$ cat src/rtl/gpio_pkg.sv
package gpio_pkg;
  typedef enum logic [1:0] {
    RGN_DATA = 2'b00,
    RGN_CTRL = 2'b01,
    RGN_DIR  = 2'b10,
    RGN_NONE = 2'b11
  } region_e;

  // word index inside the control region (byte offset >> 2)
  localparam int unsigned IDX_SENSE = 1;
  localparam int unsigned IDX_BOTH  = 2;
  localparam int unsigned IDX_EVENT = 3;
  localparam int unsigned IDX_EN    = 4;
  localparam int unsigned IDX_RAW   = 5;
  localparam int unsigned IDX_MSK   = 6;
  localparam int unsigned IDX_CLR   = 7;
  localparam int unsigned IDX_ALT   = 8;
endpackage

$ cat src/rtl/gpio_sync.sv
module gpio_sync #(
  parameter int unsigned WIDTH  = 8,
  parameter int unsigned STAGES = 2
) (
  input  logic             clk_i,
  input  logic             rst_ni,
  input  logic [WIDTH-1:0] d_i,
  output logic [WIDTH-1:0] q_o
);
  logic [WIDTH-1:0] stage_q [STAGES];

  for (genvar s = 0; s < STAGES; s++) begin : g_stage
    always_ff @(posedge clk_i or negedge rst_ni) begin
      if (!rst_ni) stage_q[s] <= '0;
      else if (s == 0) stage_q[s] <= d_i;
      else stage_q[s] <= stage_q[(s == 0) ? 0 : s-1];
    end
  end

  assign q_o = stage_q[STAGES-1];
endmodule

$ cat src/rtl/gpio_irq_detect.sv
module gpio_irq_detect #(
  parameter int unsigned NUM_PINS = 8
) (
  input  logic                clk_i,
  input  logic                rst_ni,
  input  logic [NUM_PINS-1:0] sync_i,
  input  logic [NUM_PINS-1:0] sense_i,
  input  logic [NUM_PINS-1:0] both_i,
  input  logic [NUM_PINS-1:0] event_i,
  input  logic [NUM_PINS-1:0] clr_i,
  output logic [NUM_PINS-1:0] raw_o,
  output logic [NUM_PINS-1:0] lat_o
);
  logic [NUM_PINS-1:0] prev_q, lat_q, hit;

  always_ff @(posedge clk_i or negedge rst_ni) begin
    if (!rst_ni) prev_q <= '0;
    else prev_q <= sync_i;
  end

  for (genvar i = 0; i < NUM_PINS; i++) begin : g_pin
    logic rise, fall, lvl;
    assign rise = sync_i[i] & ~prev_q[i];
    assign fall = ~sync_i[i] & prev_q[i];
    assign hit[i] = both_i[i] ? (rise | fall) : (event_i[i] ? rise : fall);
    assign lvl = event_i[i] ? sync_i[i] : ~sync_i[i];

    always_ff @(posedge clk_i or negedge rst_ni) begin
      if (!rst_ni) lat_q[i] <= 1'b0;
      else if (sense_i[i]) lat_q[i] <= 1'b0;
      else if (hit[i]) lat_q[i] <= 1'b1;   // set wins over clear
      else if (clr_i[i]) lat_q[i] <= 1'b0;
    end

    assign raw_o[i] = sense_i[i] ? lvl : lat_q[i];
  end

  assign lat_o = lat_q;
endmodule

$ cat src/rtl/gpio_regs.sv
module gpio_regs
  import gpio_pkg::*;
#(
  parameter int unsigned NUM_PINS = 8,
  parameter int unsigned ADDR_W   = 12
) (
  input  logic                clk_i,
  input  logic                rst_ni,
  input  logic                sel_i,
  input  logic                wr_i,
  input  logic [ADDR_W-1:0]   addr_i,
  input  logic [NUM_PINS-1:0] wdata_i,
  input  logic [NUM_PINS-1:0] pin_sync_i,
  input  logic [NUM_PINS-1:0] raw_i,
  output logic [NUM_PINS-1:0] rdata_o,
  output logic [NUM_PINS-1:0] dout_o,
  output logic [NUM_PINS-1:0] dir_o,
  output logic [NUM_PINS-1:0] sense_o,
  output logic [NUM_PINS-1:0] both_o,
  output logic [NUM_PINS-1:0] event_o,
  output logic [NUM_PINS-1:0] en_o,
  output logic [NUM_PINS-1:0] alt_o,
  output logic [NUM_PINS-1:0] clr_o
);
  localparam int unsigned MASK_MSB = NUM_PINS + 1;
  localparam int unsigned IDX_W    = ADDR_W - 4;

  logic [NUM_PINS-1:0] mask, dout_q, dir_q, sense_q, both_q, event_q, en_q, alt_q;
  logic [IDX_W-1:0]    idx;
  region_e             region;
  logic                wr_en;

  assign mask  = addr_i[MASK_MSB:2];
  assign idx   = addr_i[ADDR_W-3:2];
  assign wr_en = sel_i & wr_i;
  assign region = region_e'(addr_i[ADDR_W-1:ADDR_W-2]);

  always_ff @(posedge clk_i or negedge rst_ni) begin
    if (!rst_ni) begin
      dout_q <= '0; dir_q <= '0; sense_q <= '0; both_q <= '0;
      event_q <= '0; en_q <= '0; alt_q <= '0;
    end else if (wr_en) begin
      unique case (region)
        RGN_DATA: dout_q <= (dout_q & ~mask) | (wdata_i & mask);
        RGN_DIR:  dir_q  <= (dir_q & ~mask) | (wdata_i & mask);
        RGN_CTRL: begin
          if (idx == IDX_W'(IDX_SENSE)) sense_q <= wdata_i;
          if (idx == IDX_W'(IDX_BOTH))  both_q  <= wdata_i;
          if (idx == IDX_W'(IDX_EVENT)) event_q <= wdata_i;
          if (idx == IDX_W'(IDX_EN))    en_q    <= wdata_i;
          if (idx == IDX_W'(IDX_ALT))   alt_q   <= wdata_i;
        end
        default: ;
      endcase
    end
  end

  assign clr_o = (wr_en && region == RGN_CTRL && idx == IDX_W'(IDX_CLR)) ? wdata_i : '0;

  always_comb begin
    rdata_o = '0;
    unique case (region)
      RGN_DATA: rdata_o = ((dir_q & dout_q) | (~dir_q & pin_sync_i)) & mask;
      RGN_DIR:  rdata_o = dir_q & mask;
      RGN_CTRL: begin
        if (idx == IDX_W'(IDX_SENSE)) rdata_o = sense_q;
        if (idx == IDX_W'(IDX_BOTH))  rdata_o = both_q;
        if (idx == IDX_W'(IDX_EVENT)) rdata_o = event_q;
        if (idx == IDX_W'(IDX_EN))    rdata_o = en_q;
        if (idx == IDX_W'(IDX_RAW))   rdata_o = raw_i;
        if (idx == IDX_W'(IDX_MSK))   rdata_o = raw_i & en_q;
        if (idx == IDX_W'(IDX_ALT))   rdata_o = alt_q;
      end
      default: rdata_o = '0;
    endcase
  end

  assign dout_o  = dout_q;
  assign dir_o   = dir_q;
  assign sense_o = sense_q;
  assign both_o  = both_q;
  assign event_o = event_q;
  assign en_o    = en_q;
  assign alt_o   = alt_q;
endmodule

$ cat src/rtl/gpio_bank.sv
module gpio_bank #(
  parameter int unsigned NUM_PINS    = 8,
  parameter int unsigned ADDR_W      = 12,
  parameter int unsigned SYNC_STAGES = 2
) (
  input  logic                clk_i,
  input  logic                rst_ni,
  input  logic                sel_i,
  input  logic                wr_i,
  input  logic [ADDR_W-1:0]   addr_i,
  input  logic [NUM_PINS-1:0] wdata_i,
  output logic [NUM_PINS-1:0] rdata_o,
  input  logic [NUM_PINS-1:0] pin_i,
  output logic [NUM_PINS-1:0] pin_o,
  output logic [NUM_PINS-1:0] pin_oe_o,
  input  logic [NUM_PINS-1:0] alt_out_i,
  input  logic [NUM_PINS-1:0] alt_oe_i,
  output logic                irq_o
);
  logic [NUM_PINS-1:0] pin_sync, raw, lat, clr;
  logic [NUM_PINS-1:0] dout, dir, sense, both, evt, en, alt;

  gpio_sync #(.WIDTH(NUM_PINS), .STAGES(SYNC_STAGES)) u_sync (
    .clk_i, .rst_ni, .d_i(pin_i), .q_o(pin_sync)
  );

  gpio_regs #(.NUM_PINS(NUM_PINS), .ADDR_W(ADDR_W)) u_regs (
    .clk_i, .rst_ni, .sel_i, .wr_i, .addr_i, .wdata_i,
    .pin_sync_i(pin_sync), .raw_i(raw), .rdata_o,
    .dout_o(dout), .dir_o(dir), .sense_o(sense), .both_o(both),
    .event_o(evt), .en_o(en), .alt_o(alt), .clr_o(clr)
  );

  gpio_irq_detect #(.NUM_PINS(NUM_PINS)) u_detect (
    .clk_i, .rst_ni, .sync_i(pin_sync), .sense_i(sense), .both_i(both),
    .event_i(evt), .clr_i(clr), .raw_o(raw), .lat_o(lat)
  );

  assign pin_o    = (alt & alt_out_i) | (~alt & dout);
  assign pin_oe_o = (alt & alt_oe_i)  | (~alt & dir);
  assign irq_o    = |(raw & en);
endmodule

$ cat config.mk
export PLATFORM = sky130hd
export DESIGN_NAME = gpio_bank
export DESIGN_NICKNAME = d
export VERILOG_FILES = /design/src/rtl/gpio_pkg.sv /design/src/rtl/gpio_sync.sv /design/src/rtl/gpio_irq_detect.sv /design/src/rtl/gpio_regs.sv /design/src/rtl/gpio_bank.sv
export SDC_FILE = /design/constraint.sdc
export NUM_CORES = 1
export LEC_CHECK = 0
export ABC_AREA = 1
export ABC_CLOCK_PERIOD_IN_PS = 3300
export BUFFER_PORTS_ARGS = -buffer_cell sky130_fd_sc_hd__buf_2
export CAP_MARGIN = 40
export CELL_PAD_IN_SITES_DETAIL_PLACEMENT = 1
export CELL_PAD_IN_SITES_GLOBAL_PLACEMENT = 1
export CORE_ASPECT_RATIO = 0.5
export CORE_UTILIZATION = 42
export DETAILED_ROUTE_END_ITERATION = 12
export PLACE_DENSITY_LB_ADDON = 0.2
export RECOVER_POWER = 50
export SLEW_MARGIN = 20
export SYNTH_ARGS = -nofsm -noshare
export SYNTH_HDL_FRONTEND = slang
export SYNTH_HIERARCHICAL = 1
export SYNTH_SLANG_ARGS = --single-unit
$ cat constraint.sdc
create_clock -name clk_i -period 3.3 [get_ports clk_i]
set_input_delay 0.495 -clock clk_i [delete_from_list [all_inputs] [get_ports clk_i]]
set_output_delay 0.495 -clock clk_i [all_outputs]
set_load 0.02 [all_outputs]
# Word level (Yosys, flattened, before mapping)
# Index checks and enable logic that the tools add are counted.
# word_totals
in_bits	48
reg_bits	88
output_inout_bits	25
# classes
n_reduce_logical	19
eq_ne	10
bitwise	61
n_mux	65
# ops
cell	count
bitwise AND 8 bit	12
two-way mux 8 bit	8
two-way mux 1 bit	56
OR 8 bit	5
equality test 8 x 3 -> 1 bit, second input constant	4
NOT 8 bit	3
case mux 8 bit (3 select lines)	1
nonzero test 3 bit	8
bitwise AND 1 bit	17
equality test 8 x 2 -> 1 bit, second input constant	2
NOT 1 bit	16
AND reduction 3 bit	5
equality test 8 x 1 -> 1 bit, second input constant	1
equality test 8 x 4 -> 1 bit, second input constant	1
OR 1 bit	8
OR reduction 8 bit	1
AND reduction 2 bit	2
equality test 2 x 1 -> 1 bit, second input constant	1
equality test 2 bit, second input constant	1
logical AND 1 bit	2
logical NOT 2 bit	1

# Longest topological paths before layout
# logic_depth
word_depth	9
depth_mapped	12

# Cells and area by module
# The synthesis kept the hierarchy.
# by_module_without_submodules
mod	area_per_inst_um2	seq_area_each_um2	cells_per_inst	n_inst
gpio_regs	3195.6	1401.3	427	1
gpio_irq_detect	1323.8	400.4	192	1
gpio_sync	460.4	400.4	24	1
gpio_bank	256.5	0.0	63	1

# Least setup slack after synthesis
# OpenSTA, ideal clock, no wires.
# synth_path
path_kind	in2out
start	input addr_i[8]
end	output rdata_o[0]
path_stages	11
path_slack_ps	1334
t_arrival_ps	1471
path_buffers	0
required_time_ps	2805
cell_sequence	nor2_2 -> nand2_4 -> inv_6 -> nand2_2 -> nor2_4 -> a21oi_1 -> nand2_1 -> nand2_1 -> nand2_1 -> nand2_1 -> nand2_1
# synth_between
elab_chain_cells	9
word_cells_on_any_way	15
classes_between	eq/ne (7); mux (8)
# synth_rtl
item	line_no	source
from (decl)	gpio_bank.sv:10	input logic [ADDR_W-1:0] addr_i,
equality test 8 x 1 -> 1 bit	gpio_regs.sv:66	if (idx == IDX_W'(IDX_SENSE)) rdata_o = sense_q;
two-way mux 8 bit	gpio_regs.sv:66	
two-way mux 8 bit	gpio_regs.sv:67	if (idx == IDX_W'(IDX_BOTH)) rdata_o = both_q;
two-way mux 8 bit	gpio_regs.sv:68	if (idx == IDX_W'(IDX_EVENT)) rdata_o = event_q;
two-way mux 8 bit	gpio_regs.sv:69	if (idx == IDX_W'(IDX_EN)) rdata_o = en_q;
two-way mux 8 bit	gpio_regs.sv:70	if (idx == IDX_W'(IDX_RAW)) rdata_o = raw_i;
two-way mux 8 bit	gpio_regs.sv:71	if (idx == IDX_W'(IDX_MSK)) rdata_o = raw_i & en_q;
two-way mux 8 bit *	gpio_regs.sv:72	if (idx == IDX_W'(IDX_ALT)) rdata_o = alt_q;
case mux 8 bit (3 select lines) *	gpio_regs.sv:62	unique case (region)
to (decl)	gpio_bank.sv:12	output logic [NUM_PINS-1:0] rdata_o,
# Every way passes the cells marked *; elsewhere a longest branch is shown, timed or not.

# Final worst setup path
# layout_path
start	input addr_i[8]
end	output rdata_o[6]
# layout_between
elab_chain_cells	9
word_cells_on_any_way	17
classes_between	eq/ne (7); mux (8); bitwise (2)
# layout_rtl
item	line_no
equality test 8 x 1 -> 1 bit	gpio_regs.sv:66
two-way mux 8 bit	gpio_regs.sv:66
two-way mux 8 bit	gpio_regs.sv:67
two-way mux 8 bit	gpio_regs.sv:68
two-way mux 8 bit	gpio_regs.sv:69
two-way mux 8 bit	gpio_regs.sv:70
two-way mux 8 bit	gpio_regs.sv:71
two-way mux 8 bit	gpio_regs.sv:72
case mux 8 bit (3 select lines) *	gpio_regs.sv:62
# Marked as above.

==> reports/qor.csv <==
stage,metric,value,unit
status,status,completed,
grt,grt_max_degree,56,
logic_synthesis,ys_types,30,
worst_setup_path,required,2.80,ns
power_and_ir_drop,p_comb_share,15.3,%
route,num_vias,4705,
grt,antenna_found_initial,0,
clock_network,path_clk_slew,0.07,ns
worst_setup_path,end_kind,primary output,
clock_network,numClockSinks,88,
placement,gp_congestion,0.827,
sta,slew_headroom,8.00,%
route,ant_nets,0,
route,drc,0,
clock_network,cts_tree,yes,
sta,max_slew.worst_pin.slew,1.38,ns
logic_synthesis,ys_top_cells_by_area,"dfrtp_1, nand2_1, inv_1, nor2_1, ha_1",
route,viasPerCell,4.99,
clock_network,cts_root_buf,clkbuf_16,
floorplan,core.rowCount,28,
sta,fin_crit_sh,78.5,%
final_layout,diodes,0,
logic_synthesis,synth.avg_cell_area,7.42,um2
floorplan,die-area,12900,um2
final_layout,nets,837,
worst_setup_path,cp.arrival,2.10,ns
sta,post-route-min-period,2.59,ns
power_and_ir_drop,p_int,1.91,mW
sta,fmax,0.386,GHz
clock_network,ctsHoldBuffers,0,
power_and_ir_drop,switchingPower,772,uW
worst_setup_path,critPathBufInv,2,
floorplan,dieWidth,160,um
worst_setup_path,critPathTopFamily,simple AND/OR/NAND/NOR gates,
logic_synthesis,synth_top_area_share,42.1,%
grt,gr-usage-all-layers,23.9,%
logic_synthesis,syn_nets,770,
flow_run,max-cap-violations,0,
route,drtPass1Iterations,5,
floorplan,start_util,43.7,%
power_and_ir_drop,p_leak,3.06,nW
clock_network,cts_setup_buffers,0,
logic_synthesis,synthesis.area,5240,um2
worst_setup_path,startpoint_type,input port,
clock_network,clk_latency,0.34,ns
power_and_ir_drop,pwr-share-clk,39.7,%
final_layout,fin_util,50.0,%
power_and_ir_drop,peakVddDrop,219,uV
route,first_iter_violations,230,
logic_synthesis,yosys_warnings,6,
clock_network,clockBufferDepth,2,
worst_setup_path,path_max_fanout,7,
floorplan,die_height,81.0,um
min_path,min_path_type,input port to asynchronous set/reset pin,
logic_synthesis,postSynthCellCount,706,
sta,skew,0.00546,ns
worst_setup_path,path_cells,"buf_2, nor2_2, nand4_1, nor2_1, nor2_1, nand2_1, nand2_1, nand2_1, nand2_1, nand2_1, buf_2",
worst_setup_path,max_stage_delay,0.43,ns
logic_synthesis,synth_seq_cells,88,
final_layout,area_growth,14.4,%
worst_setup_path,crit_type,input port to primary output,
route,routed_wl,14500,um
clock_network,cts_max_level,3,
sta,setup_viol,0,
sta,rsz0062_at_grt,no,
power_and_ir_drop,swShare,28.7,%
sta,tns,0,ns
sta,finalMaxSlewViolations,0,
worst_setup_path,slowest_stage,nand4_1,
grt,grt_pass1_wl,23700,um
final_layout,drive_above_1_share,20.8,%
logic_synthesis,synth_area_leader_cell,dfrtp_1,
placement,io_buffer_count,70,
placement,dp_hpwl,10800,um
clock_network,postCtsResizedCells,0,
route,routedWlPerCell,15.4,um
sta,hold_viol_final,0,
grt,grt-ovfl-total,0,
power_and_ir_drop,p_seq_share,44.9,%
clock_network,cts_made_buffers,9,
worst_setup_path,crit_top_cell,nand2_1,
floorplan,coreArea,12000,um2
logic_synthesis,ys_seq_area_share,42.1,%
floorplan,io_pins,73,
power_and_ir_drop,p_per_area,448,nW/um2
grt,grt_pass1_vias,4578,
## logic make-up (layout without fill, tap and decap cells)
group | count (synthesis) | count (layout) | synth area share (%)
buffers and inverters | 148 | 220 | 11.9
AO/OA/AOI/OAI | 122 | 122 | 13.7
adder cells (fa/ha/maj) | 16 | 16 | 3.82
flip-flops | 88 | 88 | 42.1
AND/OR/NAND/NOR | 332 | 332 | 28.6
## synthesized netlist by cell type (all sizes together)
cell type,instances
nor2,69
nor3b,3
dfrtp,88
inv,131
nand3b,1
buf,17
a2111o,4
o21ai,74
nand2,225
nor3,6
a31oi,16
nand3,25
nand4,2
a21oi,28
nor4b,1
ha,16
## per-stage QoR
stage | power, mW | hold WS [ns] | cell area, um2 | worst slack, ns | cells
finish | 2.69 | 0.214 | 5990 | 0.708 | 943
CTS | 2.72 | 0.00439 | 6020 | 0.711 | 943
detailed placement | 1.65 | 0.336 | 5710 | 0.695 | 927
global placement | 1.63 | 0.331 | 5680 | 0.776 | 926
global route | 2.82 | 0.243 | 5990 | 0.585 | 943
floorplan | 1.47 | 0.199 | 5240 | 1.33 | 706
## area by class of cell
cell class | instances | area, um2
Fill cell | 1576 | 5990
Timing Repair Buffer | 73 | 365
Clock inverter | 4 | 52.6
Tap cell | 165 | 206
Sequential cell | 88 | 2200
Clock buffer | 12 | 256
Inverter | 131 | 497
Multi-Input combinational cell | 470 | 2410
## path summary, 6_finish.rpt
path / startpoint / cells after the start / slack (ns) / to
setup / recovery: addr_i[8] / 11 / 0.71 / rdata_o[6]
hold / removal: rst_ni / 1 / 0.21 / u_sync/stage_q[15]
setup reg to reg: u_sync/q_o[7] / 7 / 2.06 / u_detect/lat_o[7]
hold reg to reg: u_sync/stage_q[15] / 0 / 0.35 / u_sync/q_o[7]
max in group asynchronous: rst_ni / 3 / 1.23 / asynchronous set/reset pin
min in group clk_i: pin_i[6] / 1 / 0.25 / u_sync/stage_q[14]
## power groups by stage
stage                     Clock (mW)  Combinational, mW  Sequential, mW
final                           1.07              0.412            1.21
after floorplan                    0              0.271            1.20
after CTS                       1.09              0.422            1.21
after detailed placement           0              0.420            1.23
after global placement             0              0.403            1.22
after global routing            1.13              0.465            1.22
## metal layers
layer	GRT usage [%]	vias up	share of wire [%]
li1	-	2324	-
met1	33.6	2283	51
met2	38.8	92	45
met3	4.65	6	3.9
met4	4.48	0	0.47
met5	0	-	0
## layout by cell type, fill, tap and decap left out
cell and count:
nand2_1 207, inv_1 113, dfrtp_1 88, buf_2 69
nor2_1 60, o21ai_1 39, o21ai_0 27, a21oi_1 20
inv_2 17, nand2_2 17, a31oi_1 16, ha_1 16
nand3_1 15, nand3_2 10, clkbuf_16 9, a21oi_2 8
o21ai_2 8, nor2_4 5, nor2_2 4, a2111o_1 4
clkbuf_1 3, clkinvlp_4 3, nor3_2 3, nor3b_1 3
clkbuf_8 2, nand4_1 2, nor3_4 2, bufinv_16 1
nand2_4 1, inv_6 1, nor4b_1 1, nand3b_1 1
nor3_1 1, buf_4 1, clkbuf_2 1
(Power assumes the default switching activity.)
